`src/rtl/swcfg_pkg.sv`:
```
package swcfg_pkg;
  typedef enum logic [2:0] {
    ST_IDLE,
    ST_ADDR,
    ST_ADDR_ACK,
    ST_WR,
    ST_WR_ACK,
    ST_RD,
    ST_RD_ACK
  } tgt_state_t;

  localparam int IDX_CFG   = 0;
  localparam int IDX_RX    = 1;
  localparam int IDX_TX    = 2;
  localparam int IDX_ID    = 3;
  localparam int IDX_HPD   = 4;
  localparam logic [3:0] ADDR_FIXED = 4'b1011;
  localparam logic [7:0] ID_BYTE    = 8'h51;
endpackage

```
`src/rtl/swcfg_line_sync.sv`:
```
module swcfg_line_sync #(
  parameter int STAGES = 2
) (
  input  logic clk,
  input  logic rst_n,
  input  logic line_i,
  output logic level,
  output logic rise,
  output logic fall
);
  // one extra stage keeps the previous synchronized level for edge detection
  logic [STAGES:0] pipe;

  always_ff @(posedge clk or negedge rst_n) begin
    if (!rst_n) pipe <= '1;
    else        pipe <= {pipe[STAGES-1:0], line_i};
  end

  assign level = pipe[STAGES-1];
  assign rise  = pipe[STAGES-1] & ~pipe[STAGES];
  assign fall  = ~pipe[STAGES-1] & pipe[STAGES];
endmodule

```
`src/rtl/swcfg_byte_engine.sv`:
```
module swcfg_byte_engine
  import swcfg_pkg::*;
(
  input  logic       clk,
  input  logic       rst_n,
  input  logic       scl_lvl,
  input  logic       scl_rise,
  input  logic       scl_fall,
  input  logic       sda_lvl,
  input  logic       sda_rise,
  input  logic       sda_fall,
  input  logic [6:0] dev_addr,
  input  logic [7:0] rd_data,
  output logic       sda_oe,
  output logic       idx_set,
  output logic       data_wr,
  output logic       rd_fetch,
  output logic [7:0] wr_byte
);
  tgt_state_t state;
  logic [7:0] shreg;
  logic [3:0] cnt;
  logic       rw;
  logic       first;
  logic       mack;
  logic       start_ev, stop_ev;

  assign start_ev = sda_fall & scl_lvl;
  assign stop_ev  = sda_rise & scl_lvl;

  always_ff @(posedge clk or negedge rst_n) begin
    if (!rst_n) begin
      state    <= ST_IDLE;
      shreg    <= '0;
      cnt      <= '0;
      rw       <= 1'b0;
      first    <= 1'b0;
      mack     <= 1'b0;
      sda_oe   <= 1'b0;
      idx_set  <= 1'b0;
      data_wr  <= 1'b0;
      rd_fetch <= 1'b0;
      wr_byte  <= '0;
    end else begin
      idx_set  <= 1'b0;
      data_wr  <= 1'b0;
      rd_fetch <= 1'b0;
      if (stop_ev) begin
        state  <= ST_IDLE;
        sda_oe <= 1'b0;
      end else if (start_ev) begin
        state  <= ST_ADDR;
        cnt    <= '0;
        sda_oe <= 1'b0;
      end else begin
        unique case (state)
          ST_ADDR, ST_WR: begin
            if (scl_rise && cnt != 4'd8) begin
              shreg <= {shreg[6:0], sda_lvl};
              cnt   <= cnt + 4'd1;
            end else if (scl_fall && cnt == 4'd8) begin
              if (state == ST_ADDR) begin
                if (shreg[7:1] == dev_addr) begin
                  sda_oe <= 1'b1;
                  rw     <= shreg[0];
                  first  <= 1'b1;
                  state  <= ST_ADDR_ACK;
                end else begin
                  state  <= ST_IDLE;
                end
              end else begin
                sda_oe  <= 1'b1;
                wr_byte <= shreg;
                first   <= 1'b0;
                if (first) idx_set <= 1'b1;
                else       data_wr <= 1'b1;
                state   <= ST_WR_ACK;
              end
            end
          end
          ST_ADDR_ACK: begin
            if (scl_fall) begin
              cnt <= '0;
              if (rw) begin
                shreg    <= rd_data;
                sda_oe   <= ~rd_data[7];
                rd_fetch <= 1'b1;
                state    <= ST_RD;
              end else begin
                sda_oe   <= 1'b0;
                state    <= ST_WR;
              end
            end
          end
          ST_WR_ACK: begin
            if (scl_fall) begin
              sda_oe <= 1'b0;
              cnt    <= '0;
              state  <= ST_WR;
            end
          end
          ST_RD: begin
            if (scl_fall) begin
              if (cnt == 4'd7) begin
                sda_oe <= 1'b0;
                state  <= ST_RD_ACK;
              end else begin
                shreg  <= {shreg[6:0], 1'b0};
                sda_oe <= ~shreg[6];
                cnt    <= cnt + 4'd1;
              end
            end
          end
          ST_RD_ACK: begin
            if (scl_rise) begin
              mack <= ~sda_lvl;
            end else if (scl_fall) begin
              if (mack) begin
                shreg    <= rd_data;
                sda_oe   <= ~rd_data[7];
                rd_fetch <= 1'b1;
                cnt      <= '0;
                state    <= ST_RD;
              end else begin
                state    <= ST_IDLE;
              end
            end
          end
          default: ;
        endcase
      end
    end
  end

  // the line is only pulled during an ACK slot or a read data bit
  a_r11_drive_window: assert property (@(posedge clk) disable iff (!rst_n)
    sda_oe |-> (state inside {ST_ADDR_ACK, ST_WR_ACK, ST_RD}));

  // a STOP always releases the line and idles the engine
  a_r10_stop_idles: assert property (@(posedge clk) disable iff (!rst_n)
    stop_ev |=> (state == ST_IDLE && !sda_oe));

  // a foreign address is never acknowledged
  a_r1_foreign_no_ack: assert property (@(posedge clk) disable iff (!rst_n)
    (state == ST_ADDR && scl_fall && cnt == 4'd8 && shreg[7:1] != dev_addr)
      |=> (!sda_oe && state == ST_IDLE));

  // every data byte of a write gets an ACK slot
  a_r2_byte_acked: assert property (@(posedge clk) disable iff (!rst_n)
    (idx_set || data_wr) |-> (sda_oe && state == ST_WR_ACK));
endmodule

```
`src/rtl/swcfg_reg_file.sv`:
```
module swcfg_reg_file
  import swcfg_pkg::*;
#(
  parameter int         IDX_W   = 8,
  parameter logic [7:0] ID_VAL  = ID_BYTE,
  parameter int         HPD_N   = 3
) (
  input  logic             clk,
  input  logic             rst_n,
  input  logic             idx_set,
  input  logic             data_wr,
  input  logic             rd_fetch,
  input  logic [7:0]       wr_byte,
  input  logic [HPD_N-1:0] hpd_lvl,
  output logic [7:0]       rd_data,
  output logic [7:1]       cfg_q,
  output logic [7:0]       rx_q,
  output logic [7:1]       tx_q,
  output logic [7:4]       hpd_ctl_q
);
  localparam logic [IDX_W-1:0] I_CFG = IDX_W'(IDX_CFG);
  localparam logic [IDX_W-1:0] I_RX  = IDX_W'(IDX_RX);
  localparam logic [IDX_W-1:0] I_TX  = IDX_W'(IDX_TX);
  localparam logic [IDX_W-1:0] I_ID  = IDX_W'(IDX_ID);
  localparam logic [IDX_W-1:0] I_HPD = IDX_W'(IDX_HPD);
  localparam int PAD_W = 3 - HPD_N;

  logic [IDX_W-1:0] idx;

  always_ff @(posedge clk or negedge rst_n) begin
    if (!rst_n) begin
      idx       <= '0;
      cfg_q     <= '0;
      rx_q      <= '0;
      tx_q      <= '0;
      hpd_ctl_q <= '0;
    end else if (idx_set) begin
      idx <= IDX_W'(wr_byte);
    end else if (data_wr) begin
      idx <= idx + IDX_W'(1);
      if (idx == I_CFG)      cfg_q     <= wr_byte[7:1];
      else if (idx == I_RX)  rx_q      <= wr_byte;
      else if (idx == I_TX)  tx_q      <= wr_byte[7:1];
      else if (idx == I_HPD) hpd_ctl_q <= wr_byte[7:4];
    end else if (rd_fetch) begin
      idx <= idx + IDX_W'(1);
    end
  end

  generate
    if (PAD_W > 0) begin : g_pad
      logic [2:0] hpd_w;
      assign hpd_w = {{PAD_W{1'b0}}, hpd_lvl};
      always_comb begin
        if (idx == I_CFG)      rd_data = {cfg_q, 1'b0};
        else if (idx == I_RX)  rd_data = rx_q;
        else if (idx == I_TX)  rd_data = {tx_q, 1'b0};
        else if (idx == I_ID)  rd_data = ID_VAL;
        else if (idx == I_HPD) rd_data = {hpd_ctl_q, hpd_w, 1'b0};
        else                   rd_data = 8'h00;
      end
    end else begin : g_full
      always_comb begin
        if (idx == I_CFG)      rd_data = {cfg_q, 1'b0};
        else if (idx == I_RX)  rd_data = rx_q;
        else if (idx == I_TX)  rd_data = {tx_q, 1'b0};
        else if (idx == I_ID)  rd_data = ID_VAL;
        else if (idx == I_HPD) rd_data = {hpd_ctl_q, hpd_lvl[2:0], 1'b0};
        else                   rd_data = 8'h00;
      end
    end
  endgenerate

  // writes to the identification byte or beyond index 4 change nothing
  a_r9_ignored_write: assert property (@(posedge clk) disable iff (!rst_n)
    (data_wr && (idx == I_ID || idx > I_HPD))
      |=> ({cfg_q, rx_q, tx_q, hpd_ctl_q} == $past({cfg_q, rx_q, tx_q, hpd_ctl_q})));

  // the index advances after each data byte written
  a_r2_idx_step: assert property (@(posedge clk) disable iff (!rst_n)
    (data_wr && !idx_set) |=> (idx == $past(idx) + IDX_W'(1)));

  // the index advances after each byte handed out for a read
  a_r3_fetch_step: assert property (@(posedge clk) disable iff (!rst_n)
    (rd_fetch && !idx_set && !data_wr) |=> (idx == $past(idx) + IDX_W'(1)));
endmodule

```
`src/rtl/swcfg_i2c_target.sv`:
```
module swcfg_i2c_target
  import swcfg_pkg::*;
#(
  parameter int SYNC_STAGES = 2,
  parameter int IDX_W       = 8
) (
  input  logic       clk,
  input  logic       rst_n,
  input  logic       scl_i,
  input  logic       sda_i,
  output logic       sda_oe,
  input  logic       strap_a2,
  input  logic       strap_a1,
  input  logic [2:0] hpd_lvl,
  output logic       standby,
  output logic [1:0] port_sel,
  output logic [2:0] prio_code,
  output logic       hdmi_in,
  output logic [2:0] eq_code,
  output logic [1:0] time_scale,
  output logic       tsel_t3,
  output logic       tsel_t4,
  output logic       tsel_t1,
  output logic       term_dbl,
  output logic [2:0] preemph,
  output logic [1:0] swing,
  output logic       slew_up,
  output logic       hpd_inv,
  output logic       ddc_passive,
  output logic       sw_immediate,
  output logic       tsel_t2
);
  localparam int LINES = 2;
  localparam int L_SCL = 0;
  localparam int L_SDA = 1;

  logic [LINES-1:0] line_in, line_lvl, line_rise, line_fall;
  assign line_in = {sda_i, scl_i};

  generate
    for (genvar g = 0; g < LINES; g++) begin : g_sync
      swcfg_line_sync #(.STAGES(SYNC_STAGES)) u_sync (
        .clk   (clk),
        .rst_n (rst_n),
        .line_i(line_in[g]),
        .level (line_lvl[g]),
        .rise  (line_rise[g]),
        .fall  (line_fall[g])
      );
    end
  endgenerate

  logic [6:0] dev_addr;
  assign dev_addr = {ADDR_FIXED, strap_a2, strap_a1, 1'b1};

  logic       idx_set, data_wr, rd_fetch;
  logic [7:0] wr_byte, rd_data;
  logic [7:1] cfg_q, tx_q;
  logic [7:0] rx_q;
  logic [7:4] hpd_ctl_q;

  swcfg_byte_engine u_eng (
    .clk     (clk),
    .rst_n   (rst_n),
    .scl_lvl (line_lvl[L_SCL]),
    .scl_rise(line_rise[L_SCL]),
    .scl_fall(line_fall[L_SCL]),
    .sda_lvl (line_lvl[L_SDA]),
    .sda_rise(line_rise[L_SDA]),
    .sda_fall(line_fall[L_SDA]),
    .dev_addr(dev_addr),
    .rd_data (rd_data),
    .sda_oe  (sda_oe),
    .idx_set (idx_set),
    .data_wr (data_wr),
    .rd_fetch(rd_fetch),
    .wr_byte (wr_byte)
  );

  swcfg_reg_file #(.IDX_W(IDX_W), .ID_VAL(ID_BYTE), .HPD_N(3)) u_regs (
    .clk      (clk),
    .rst_n    (rst_n),
    .idx_set  (idx_set),
    .data_wr  (data_wr),
    .rd_fetch (rd_fetch),
    .wr_byte  (wr_byte),
    .hpd_lvl  (hpd_lvl),
    .rd_data  (rd_data),
    .cfg_q    (cfg_q),
    .rx_q     (rx_q),
    .tx_q     (tx_q),
    .hpd_ctl_q(hpd_ctl_q)
  );

  assign {standby, port_sel, prio_code, hdmi_in}           = cfg_q;
  assign {eq_code, time_scale, tsel_t3, tsel_t4, tsel_t1}  = rx_q;
  assign {term_dbl, preemph, swing, slew_up}               = tx_q;
  assign {hpd_inv, ddc_passive, sw_immediate, tsel_t2}     = hpd_ctl_q;
endmodule

```
`config.mk`:
```
export PLATFORM = sky130hd
export DESIGN_NAME = swcfg_i2c_target
export DESIGN_NICKNAME = d
export VERILOG_FILES = /design/src/rtl/swcfg_pkg.sv /design/src/rtl/swcfg_line_sync.sv /design/src/rtl/swcfg_byte_engine.sv /design/src/rtl/swcfg_reg_file.sv /design/src/rtl/swcfg_i2c_target.sv
export SDC_FILE = /design/constraint.sdc
export NUM_CORES = 1
export LEC_CHECK = 0
export ABC_AREA = 1
export BUFFER_PORTS_ARGS = -buffer_cell sky130_fd_sc_hd__buf_2
export CAP_MARGIN = 20
export CORE_MARGIN = 5
export CORE_UTILIZATION = 59
export CTS_CLUSTER_SIZE = 16
export DETAILED_ROUTE_END_ITERATION = 7
export PLACE_DENSITY = 0.88
export SLEW_MARGIN = 20
export SYNTH_ARGS = -nofsm -noshare
export SYNTH_HDL_FRONTEND = slang
export SYNTH_SLANG_ARGS = --single-unit
export TNS_END_PERCENT = 30
```
`constraint.sdc`:
```
create_clock -name clk -period 1.7 [get_ports clk]
set_input_delay 0.085 -clock clk [delete_from_list [all_inputs] [get_ports clk]]
set_output_delay 0.085 -clock clk [all_outputs]
set_load 0.1 [all_outputs]
```
==> flow_metrics.tcl <==
set metrics [dict create \
    cp_slowest_cell "dfrtp_1" \
    dieArea_um2 8145 \
    drcViolationCount 0 \
    end_kind "flop" \
    num_vias 3692 \
    finalCritPeriodShare_pct 99.73 \
    grt_overflow 0 \
    cts_tree "built" \
    fin_skew_ps 9.113 \
    syn_inst 473 \
    setup_violations 0 \
    finalMaxSlewViolations 0 \
    detail-route-antenna-nets 0 \
    final_net_count 549 \
    place_ws_ps -18.95 \
    dp_hpwl_mm 6.682 \
    wl_met3_um 844 \
    die_x_um 90.25 \
    crit_chain "ha_2 > nand2_2 > nor2_4 > buf_4 > nor2_4 > nand3_2 > buf_12 > nand2_1 > o21ai_2" \
    fin_tns_setup_ps 0 \
    drt_first_pass_iters 7 \
    wl_met2_mm 5.191 \
    yosys-top-cells-area "dfrtp_1 42%, nand2_1 12%, inv_1 5.2%" \
    fmax_mhz 589.8 \
    cts.clk_slew.worst_paths_ps 80 \
    syn_area_um2 3800 \
    gp_congestion 0.9573 \
    start_util_pct 60.19 \
    synthTopCellsByCount "126 x nand2_1, 64 x dfrtp_1, 53 x inv_1" \
    grt_pass1_vias 3365 \
    crit_family "simple AND/OR/NAND/NOR gates" \
    synthMostInstantiatedCell "nand2_1" \
    io_buffers 35 \
    areaGrowthSynthToFinish_pct 19.36 \
    worst-path-buf-inv 2 \
    post-route-min-period_ps 1695 \
    drt-initial-drc-count 384 \
    async_flop_share_pct 100.0 \
    drt-met1-wl_mm 3.973 \
    maxCapViolCount 0 \
    synth_cell_types 36 \
    critical_path_arrival_ps 1930 \
    whs_ps 162.0 \
    yosysTopAreaCell "dfrtp_1" \
    grt_pass1_wl_mm 15.88 \
    ios 36 \
    seq_area_frac_synth_pct 46.30 \
    outcome "finished clean" \
    clk_latency_ps 350 \
    synth_top_area_share_pct 42.15 \
    synth_edf_count 0 \
    hold_class "in2reg" \
    grt_max_degree 71 \
    cts_sinks 70 \
    cp.required_ps 1930 \
    hold_viol 0 \
    power.leakage_nw 2.260 \
    crit_top_cell "nor2_4" \
    cts_max_level 3 \
    syn_avg_cell_area_um2 8.034 \
    path_max_fanout 14 \
    irDropWorstVdd_uv 895.9 \
    num_rows 29 \
    ys_warn_count 0 \
    place_inst 589 \
    synth_flop_cell "dfrtp_1" \
    max_slew_margin_pct 64.78 \
    cts.path.max_buffers 2 \
    tightest_slew_ps 532.0 \
    max_stage_delay_ps 440 \
    wl_per_cell_um 16.99 \
    synth_fp_nets 488 \
    core_um2 6314 \
    power_density_nw_per_um2 1279 \
    synth-seq-cells 70 \
    worstSetupPathType "reg2reg" \
    drt_wl_total_mm 10.47 \
    startpoint_type "flop" \
    num_antenna_cells 0 \
    antenna_found_initial 0 \
    cts_root_buf "clkbuf_8" \
    grt_usage_pct 23.90 \
    layout-drive-gt1-share_pct 26.90 \
    worst_slack_ps 4.618 \
    avgViaCountPerCell 5.994 \
    rsz0062_at_grt "yes" \
    cts_buffers 9 \
    stdcell_count 616 \
    die_h_um 90.25 \
    dr.max_layer_used "met4" \
]
placed cells by master (no fill, tap or decap), drive strengths merged:
master,netlist,layout
nand2,131,131
dfrtp,64,64
nor2,58,58
buf,8,57
inv,55,55
o21ai,53,53
nand3,35,35
a21oi,25,25
clkbuf,2,10
nor3,8,8
dfstp,6,6
ha,6,6
clkinv,1,5
xor2,4,4
o21a,3,3
nand3b,3,3
nand4,3,3
dlygate4sd3,0,3
o211ai,2,2
or2,2,2
a31oi,1,1
xnor2,1,1
nor3b,1,1
mux2,1,1
bufinv,0,1
clkinvlp,0,1
layout make-up:
cell class	instances	area (um^2)
clock buffer	10	137.6
clock inverter	6	61.31
fill	432	1778
inverter	56	217.7
multi-input combinational	337	1839
sequential	70	1759
tap	77	96.34
timing repair buffer	60	424.2
worst min-delay path: stages:
cell and delay (ps):
buf_2 90, nand2_1 50, nand3_1 90, nand4_1 100, a21oi_2 50
stage by stage:
step                utilization (%)  cell area [um^2]  total power [mW]
floorplan                         -              3800             3.587
global placement              65.52              4136             3.935
detailed placement            65.52              4136             4.044
CTS                           69.58              4393             5.427
global route                  71.84              4536             6.114
finish                        71.84              4536             5.801
routing by layer:
layer | GRT usage (%) | up-vias
met4 | 13.52 | 0
li1 | - | 1637
met5 | 0 | -
met1 | 29.45 | 1771
met2 | 38.78 | 234
met3 | 5.083 | 50
path summary, 6_finish.rpt:
| path | end | slack (ps) | cells after the start | startpoint |
|---|---|---|---|---|
| worst min-delay path | u_eng.shreg[3] | 160 | 5 | hpd_lvl[2] |
| worst max register to register | u_regs.tx_q[2] | 5 | 9 | u_regs.idx[0] |
| min in group asynchronous | u_regs.tx_q[1] | 270 | 3 | rst_n |
| max in group asynchronous | g_sync[1].u_sync.pipe[0] | 1080 | 3 | rst_n |
| worst min register to register | g_sync[0].u_sync.pipe[1] | 360 | 0 | g_sync[0].u_sync.pipe[0] |
| worst max-delay path | u_regs.tx_q[2] | 5 | 9 | u_regs.idx[0] |
state kept, by name, summed over array words and instances, names as in the netlist, 3 cells and up:
name and flops:
g_sync.u_sync.pipe 6, u_eng.wr_byte 8, u_eng.cnt 4, u_regs.cfg_q 7, u_regs.hpd_ctl_q 4, u_regs.idx 8, u_eng.state 3, u_regs.rx_q 8
u_regs.tx_q 7, u_eng.shreg 8
repair_timing:
item,CTS,global route
gates resized for setup,6,22
hold endpoints to repair,66,0
hold buffers,3,0
buffers inserted,0,8
pin swaps,2,5
endpoints found under the setup margin,20,41
power breakdown:
part	total (mW)	switching (mW)	internal, mW
Clock	1.37	0.663	0.712
Combinational	2.34	1.51	0.832
Sequential	2.08	0.204	1.88
kinds of logic (layout without fill, tap and decap cells):
kind of cell / Yosys count / count (layout) / synth area share [%]
simple gates: 241 / 241 / 28.81
compound gates: 84 / 84 / 13.80
flops: 70 / 70 / 46.30
buf+inv: 66 / 132 / 7.573
fa+ha+maj: 6 / 6 / 1.976
xor+xnor: 5 / 5 / 1.152
mux: 1 / 1 / 0.3950
(Power assumes the default switching activity.)
